$ cat src/rtl/btmr_pkg.sv
package btmr_pkg;

    typedef enum logic {
        ST_STOP = 1'b0,
        ST_RUN  = 1'b1
    } btmr_state_e;

    typedef struct packed {
        logic preset;
        logic ctrl;
        logic clr;
    } btmr_strb_s;

endpackage

$ cat src/rtl/btmr_decode.sv
module btmr_decode
    import btmr_pkg::*;
#(
    parameter int ADDR_W = 16,
    parameter int DATA_W = 8,
    parameter logic [ADDR_W-1:0] ADDR_PRESET = 16'h00C0,
    parameter logic [ADDR_W-1:0] ADDR_CTRL   = 16'h00C1,
    parameter logic [ADDR_W-1:0] ADDR_CLR    = 16'h00C2
) (
    input  logic              wr_en,
    input  logic [ADDR_W-1:0] wr_addr,
    input  logic [DATA_W-1:0] wr_data,
    output btmr_strb_s        strb,
    output logic              ctrl_bit
);

    always_comb begin
        strb.preset = wr_en && (wr_addr == ADDR_PRESET);
        strb.ctrl   = wr_en && (wr_addr == ADDR_CTRL);
        strb.clr    = wr_en && (wr_addr == ADDR_CLR) && wr_data[0];
        ctrl_bit    = wr_data[0];
    end

endmodule

$ cat src/rtl/btmr_ctrl.sv
module btmr_ctrl
    import btmr_pkg::*;
(
    input  logic clk,
    input  logic rst_n,
    input  logic ctrl_wr,
    input  logic ctrl_bit,
    output logic run
);

    btmr_state_e state_q;
    btmr_state_e state_d;

    // State register
    always_ff @(posedge clk or negedge rst_n) begin
        if (!rst_n) begin
            state_q <= ST_STOP;
        end else begin
            state_q <= state_d;
        end
    end

    // Transitions: T_START (bit 0 written low), T_HALT (bit 0 written high)
    always_comb begin
        state_d = state_q;
        unique case (state_q)
            ST_STOP: if (ctrl_wr && !ctrl_bit) state_d = ST_RUN;
            ST_RUN:  if (ctrl_wr &&  ctrl_bit) state_d = ST_STOP;
            default: state_d = ST_STOP;
        endcase
    end

    // Outputs
    always_comb begin
        run = (state_q == ST_RUN);
    end

endmodule

$ cat src/rtl/btmr_prescale.sv
module btmr_prescale #(
    parameter int DIV = 4
) (
    input  logic clk,
    input  logic rst_n,
    input  logic run,
    input  logic restart,
    output logic tick
);

    generate
        if (DIV <= 1) begin : g_pass
            assign tick = run && !restart;
        end else begin : g_div
            localparam int PRE_W = $clog2(DIV);
            localparam logic [PRE_W-1:0] PRE_LAST = PRE_W'(DIV - 1);

            logic [PRE_W-1:0] phase_q;

            always_ff @(posedge clk or negedge rst_n) begin
                if (!rst_n) begin
                    phase_q <= '0;
                end else if (!run || restart || (phase_q == PRE_LAST)) begin
                    phase_q <= '0;
                end else begin
                    phase_q <= phase_q + PRE_W'(1);
                end
            end

            assign tick = run && !restart && (phase_q == PRE_LAST);
        end
    endgenerate

endmodule

$ cat src/rtl/btmr_irq.sv
module btmr_irq (
    input  logic clk,
    input  logic rst_n,
    input  logic set_evt,
    input  logic clr_wr,
    input  logic irq_en,
    output logic flag,
    output logic irq
);

    always_ff @(posedge clk or negedge rst_n) begin
        if (!rst_n) begin
            flag <= 1'b0;
        end else if (set_evt) begin
            flag <= 1'b1;
        end else if (clr_wr) begin
            flag <= 1'b0;
        end
    end

    assign irq = flag && irq_en;

endmodule

$ cat src/rtl/btmr_top.sv
module btmr_top
    import btmr_pkg::*;
#(
    parameter int CNT_W  = 8,
    parameter int ADDR_W = 16,
    parameter int DIV    = 4,
    parameter logic [ADDR_W-1:0] ADDR_PRESET = 16'h00C0,
    parameter logic [ADDR_W-1:0] ADDR_CTRL   = 16'h00C1,
    parameter logic [ADDR_W-1:0] ADDR_CLR    = 16'h00C2
) (
    input  logic              clk,
    input  logic              rst_n,
    input  logic              wr_en,
    input  logic [ADDR_W-1:0] wr_addr,
    input  logic [CNT_W-1:0]  wr_data,
    input  logic              irq_en,
    output logic              irq,
    output logic [CNT_W-1:0]  cnt_val
);

    localparam logic [CNT_W-1:0] CNT_MAX = {CNT_W{1'b1}};
    localparam logic [CNT_W-1:0] CNT_PRE = CNT_MAX - CNT_W'(1);

    btmr_strb_s       strb;
    logic             ctrl_bit;
    logic             run;
    logic             tick;
    logic             set_evt;
    logic             flag;
    logic [CNT_W-1:0] cnt_q;

    btmr_decode #(
        .ADDR_W     (ADDR_W),
        .DATA_W     (CNT_W),
        .ADDR_PRESET(ADDR_PRESET),
        .ADDR_CTRL  (ADDR_CTRL),
        .ADDR_CLR   (ADDR_CLR)
    ) u_decode (
        .wr_en   (wr_en),
        .wr_addr (wr_addr),
        .wr_data (wr_data),
        .strb    (strb),
        .ctrl_bit(ctrl_bit)
    );

    btmr_ctrl u_ctrl (
        .clk     (clk),
        .rst_n   (rst_n),
        .ctrl_wr (strb.ctrl),
        .ctrl_bit(ctrl_bit),
        .run     (run)
    );

    btmr_prescale #(
        .DIV(DIV)
    ) u_pre (
        .clk    (clk),
        .rst_n  (rst_n),
        .run    (run),
        .restart(strb.preset),
        .tick   (tick)
    );

    // Count register: preset wins over an advance on the same edge
    always_ff @(posedge clk or negedge rst_n) begin
        if (!rst_n) begin
            cnt_q <= '0;
        end else if (strb.preset) begin
            cnt_q <= wr_data;
        end else if (tick) begin
            cnt_q <= cnt_q + CNT_W'(1);
        end
    end

    assign set_evt = tick && (cnt_q == CNT_PRE);
    assign cnt_val = cnt_q;

    btmr_irq u_irq (
        .clk    (clk),
        .rst_n  (rst_n),
        .set_evt(set_evt),
        .clr_wr (strb.clr),
        .irq_en (irq_en),
        .flag   (flag),
        .irq    (irq)
    );

endmodule

$ cat config.mk
export PLATFORM = sky130hd
export DESIGN_NAME = btmr_top
export DESIGN_NICKNAME = d
export VERILOG_FILES = /design/src/rtl/btmr_pkg.sv /design/src/rtl/btmr_decode.sv /design/src/rtl/btmr_ctrl.sv /design/src/rtl/btmr_prescale.sv /design/src/rtl/btmr_irq.sv /design/src/rtl/btmr_top.sv
export SDC_FILE = /design/constraint.sdc
export NUM_CORES = 1
export LEC_CHECK = 0
export ABC_AREA = 1
export BUFFER_PORTS_ARGS = -buffer_cell sky130_fd_sc_hd__buf_2
export CORE_MARGIN = 4
export CORE_UTILIZATION = 46
export DETAILED_ROUTE_END_ITERATION = 10
export PLACE_DENSITY = 0.78
export SYNTH_ARGS = -nofsm -noshare
export SYNTH_HDL_FRONTEND = slang
export SYNTH_HIERARCHICAL = 1
export SYNTH_SLANG_ARGS = --single-unit
export TNS_END_PERCENT = 20
$ cat constraint.sdc
create_clock -name clk -period 1.6 [get_ports clk]
set_input_delay 0.08 -clock clk [delete_from_list [all_inputs] [get_ports clk]]
set_output_delay 0.08 -clock clk [all_outputs]
set_load 0.005 [all_outputs]
; ---- Yosys cells after proc, flatten, opt, wreduce, memory -nomap -nowiden
; Cells that the tools add are included.
[classes]
muxes = 8
reduce_logical = 17
bitwise = 1
addsub = 2
eq_ne = 5
[op_table]
columns = operator, count
row1 = $eq 16x8->1 const B, 3
row2 = $mux 8, 2
row3 = $logic_and 1x1->1, 10
row4 = $add 8x1->8 const B, 1
row5 = $eq 8x8->1 const B, 1
row6 = $mux 1, 4
row7 = $reduce_bool 2->1, 2
row8 = $logic_not 1->1, 3
row9 = $add 2x1->2 const B, 1
row10 = $eq 2x2->1 const B, 1
row11 = $logic_or 1x1->1, 2
row12 = $mux 2, 1
row13 = $pmux 1 s2, 1
row14 = $not 1->1, 1
[totals]
in_bits = 28
output_inout_bits = 9
ff_bits = 12
wordCells = 37

; ---- Longest topological paths before layout
[depth]
word_depth = 7
mapped_depth = 15
ltp_nobuf = 15

; ---- Modules after synthesis
; Netlist, hierarchy kept.
[by_module_without_submodules]
columns = mod, seq_area_each_um2, n_inst, cells_each, area_each_um2
row1 = btmr_top, 200.2, 1, 67, 543.0
row2 = btmr_decode, 0.0, 1, 28, 115.1
row3 = btmr_prescale, 50.0, 1, 11, 98.8
row4 = btmr_irq, 25.0, 1, 7, 47.5
row5 = btmr_ctrl, 25.0, 1, 6, 43.8

; ---- Least setup slack after synthesis
; No wires, ideal clock.
[synth_path]
path_kind = register to register
from = reg u_pre.g_div.phase_q[0]
to = reg cnt_q[3] (netlist: cnt_val[3])
n_path_buf = 0
setup_slack_ns = 0.392
setup_ns = 0.066
arrival_time_ns = 1.142
path_stages_with_launch = 10
period_less_slack_ns = 1.208
path_cell_list = dfrtp_1 > ha_1 > inv_2 > nor2_1 > inv_2 > nor2_8 > inv_2 > a21oi_1 > o21ai_1 > nand2_1
[synth_between]
elab_chain_len = 3
[synth_lines]
columns = element, line
row1 = from (decl), btmr_prescale.sv:18  ; logic [PRE_W-1:0] phase_q;
row2 = from (signal assigned), btmr_prescale.sv:26  ; phase_q <= phase_q + PRE_W'(1);
row3 = $eq 2x2->1, btmr_prescale.sv:30  ; assign tick = run && !restart && (phase_q == PRE_LAST);
row4 = $logic_and 1x1->1, btmr_prescale.sv:30
row5 = named net tick, btmr_top.sv:27  ; logic tick;
row6 = $reduce_bool 2->1 (no source line), n/a
row7 = to (signal assigned), btmr_top.sv:69  ; cnt_q <= wr_data;
row8 = to (signal assigned), btmr_top.sv:71  ; cnt_q <= cnt_q + CNT_W'(1);
row9 = to (decl), btmr_top.sv:30  ; logic [CNT_W-1:0] cnt_q;
; The timed path passes the listed nets, and every way through them passes these cells.
; A chain may end at the register's enable or synchronous reset.

; ---- Worst setup path after layout
[layout_path]
from = reg u_pre.g_div.phase_q[0]
to = reg cnt_q[1] (netlist: cnt_val[1])
; Same word-level chain as after synthesis.

==> key figures <==
Outcome
  • Status: finished clean

Cells and area
  • Fill cell count: 167
  • Final core occ: 62.29%
  • Ant. Diodes: 0
  • Layout cell share with drive strength beyond 1: around a third
  • FF+latch area: 300.3 um^2
  • Area of the multi-input gates: 450.4 um^2
  • Design area: between 1000 and 1500 um^2
  • Synth-to-layout area growth: 28.17%
  • NumNets Final: 190

Timing
  • Worst hold slack: 0.04447 ns
  • Period utilization: 84.07%
  • Slew @ Worst Pin: 0.3675 ns
  • Layout Skew: 0.0009989 ns
  • Final hold violations: 0
  • Fmax achieved: 0.7434 GHz
  • Pins Over Slew Limit: 0
  • Relative slew slack: 75.48%
  • RSZ-0062 raised after global routing: false
  • Setup_tns: 0 ns
  • Finish-stage setup viols: 0
  • Period minus WS final: about 1.3 ns

Place
  • Placer Congestion: 0.8424
  • Placed cell area: 1041 um^2
  • DPL Wire Length: 1.493 mm
  • Port Buf Inserts: 36

Yosys
  • Yosys reg bits: 12
  • Post-synth top area share: between 30% and 40%
  • Post-synth top area cell: dfrtp_1
  • Cell Area, Synth: roughly 850 um^2
  • Avg Inst Size Synth: 7.129 um^2
  • Post-synthesis cell count: approximately 120
  • Synth Warn #: 6
  • EDFF count, synth: 0
  • Sequential area share after synthesis: 35.40%
  • Yosys cell types: 21
  • Count leader, synth: nand2_1
  • Synth area leaders: dfrtp_1 (35%), nand2_1 (15%), nor2_1 (6.6%), inv_1 (6.2%), nand3_1 (5.9%)
  • Async set-reset flop share out of synthesis: 100.0%
  • Post-synth top cells: nand2_1 (35), nor2_1 (15), inv_1 (14)
  • Syn Nets: 150
  • Top FF cell, synth: dfrtp_1

Critical path
  • Crit-path most repeated cell: inv_2
  • Setup crit end kind: register
  • Crit path cell chain: ha_1, inv_2, nor2_1, inv_2, nor2_8, inv_2, o211ai_1
  • Critical Path Start Type: register
  • WP data required: 1.77 ns
  • Critical Path Fanout Max: 5
  • Critical path's top delay family: flip-flops
  • Data arrival, critical path: 1.52 ns
  • WS Path Type: register to register
  • Critical path buffers and inverters: 3
  • CP max stage cell: dfrtp_1
  • Max stage delay on crit path: 0.35 ns

CTS
  • H-tree depth: 1
  • TritonCTS Buffers: 3
  • Clock Tree Buf Depth: 2
  • Clock Sinks: 12
  • Worst-skew pair later-pin latency: 0.27 ns
  • Post-cts resize count: 0
  • Clock root buffer: clkbuf_4
  • Worst-path clk slew: 0.07 ns
  • TritonCTS clock tree: yes

Power
  • Pwr/cell area: 543.9 nW/um^2
  • VDD IR max: 371.5 uV
  • Static Leakage: 0.5621 nW
  • Tot Pwr: slightly below 0.6 mW
  • Sw power: between 0.1 and 0.15 mW
  • Sw Share: 20.38%
  • Seq pwr share: 51.3%
  • Gate power share: 8.8%
  • P_int: 0.4708 mW
  • Clk network pwr share: 40.0%

Routing
  • Wire per inst: 10.08 um
  • WL final: 1.845 mm
  • DRC: 0
  • DRT Pass-1 Iters: 4
  • Starting DRC count in detailed routing: 22
  • Antenna-violating nets left: 0
  • Routed vias/inst: approximately 4.6
  • Total number of vias: 848

Global route
  • Aggregate global routing overflow: 0
  • Vias in the first global route: 689
  • Layer with the highest usage: met2
  • GRT Total Usage: 14.79%
  • Met1 Use GR: 18.76%
  • Met3 Use GR: 5.831%
  • Met2 Resource Use GR: 23.18%
  • First-pass GRT wire length: 2.898 mm
  • Largest net degree at the start of global routing: 13
  • Initial antenna violation count: 0

Die
  • Die X-Extent: 50.95 um
  • Chip height: 50.95 um
  • Row cnt: 15
  • Starting Density: around 49%
  • Total core area: 1745 um^2
  • IO Pins: 37
  • Die ar.: 2595 um^2

Worst hold path
  • Worst min path class: input port to register

Job
  • Max-Cap Viols: 0
[flip-flops by register name, summed over array words and instances, names as in the netlist, named ones only]
name,flops
u_pre/g_div.phase_q,2
u_irq/flag,1
cnt_val,8
[placed cells by master, fill, tap and decap left out, types with 2 or more instances in the layout]
| cell type | instances |
|---|---|
| a22oi_1 | 6 |
| clkbuf_4 | 3 |
| dfrtp_1 | 12 |
| nor2_2 | 3 |
| o21bai_1 | 2 |
| inv_1 | 14 |
| nand2_1 | 35 |
| nor2_1 | 15 |
| ha_1 | 3 |
| nand3_1 | 10 |
| inv_2 | 5 |
| o211ai_1 | 2 |
| buf_2 | 36 |
| o21ai_1 | 2 |
[kinds of logic after synthesis]
logic type / share of synthesized area (%)
simple gates: 37.02
buf+inv: 11.50
compound gates: 10.62
flops: 35.40
fa+ha+maj: 4.425
xor+xnor: 1.033
[worst min-delay path, delay by kind of cell]
family,cells,cell delay [ns]
simple gates,1,0.07
compound gates,1,0.06
buf+inv,1,0.07
[power groups by stage]
stage	clock (mW)	sequential [mW]	combinational [mW]
CTS	0.245	0.303	0.0529
floorplan	0	0.309	0.0123
global placement	0	0.309	0.0494
global route	0.264	0.303	0.0597
finish	0.236	0.303	0.0519
detailed placement	0	0.309	0.0509
[path summary, 6_finish.rpt]
path                                          end  slack [ns]  depth (start not counted)                   start
max in group asynchronous              cnt_val[6]        1.18                          2                   rst_n
hold reg to reg            u_pre/g_div.phase_q[0]        0.43                          1  u_pre/g_div.phase_q[0]
setup / recovery                       cnt_val[1]        0.25                          7  u_pre/g_div.phase_q[0]
setup reg to reg                       cnt_val[1]        0.25                          7  u_pre/g_div.phase_q[0]
min in group asynchronous              cnt_val[7]        0.22                          2                   rst_n
hold / removal                         cnt_val[6]        0.04                          3              wr_data[6]
[routing by layer]
layer  up-vias  wire length [um]  part of all wire, %
met2        20               904                   49
met4         0                12                 0.65
met5         -                 0                    0
met3         2               135                  7.3
li1        456                 -                    -
met1       370               792                   43
[layout make-up]
| type | count | area share (%) |
|---|---|---|
| clock buffer | 4 | 3.337 |
| multi-input combinational | 85 | 41.43 |
| sequential | 12 | 27.62 |
| timing repair buffer | 38 | 18.18 |
| inverter | 19 | 6.559 |
| tap | 25 | 2.877 |
[timing repair]
| action | CTS | global route |
|---|---|---|
| hold buffers | 1 | 0 |
| buffers inserted | 0 | 0 |
| hold endpoints to repair | 12 | 0 |
[per-stage QoR]
step	worst slack, ns	std cells
final	0.2549	183
after global placement	0.1625	178
after floorplan	0.3921	119
after CTS	0.2731	183
after global routing	0.08380	183
after detailed placement	0.1341	178
(Power assumes the default switching activity.)
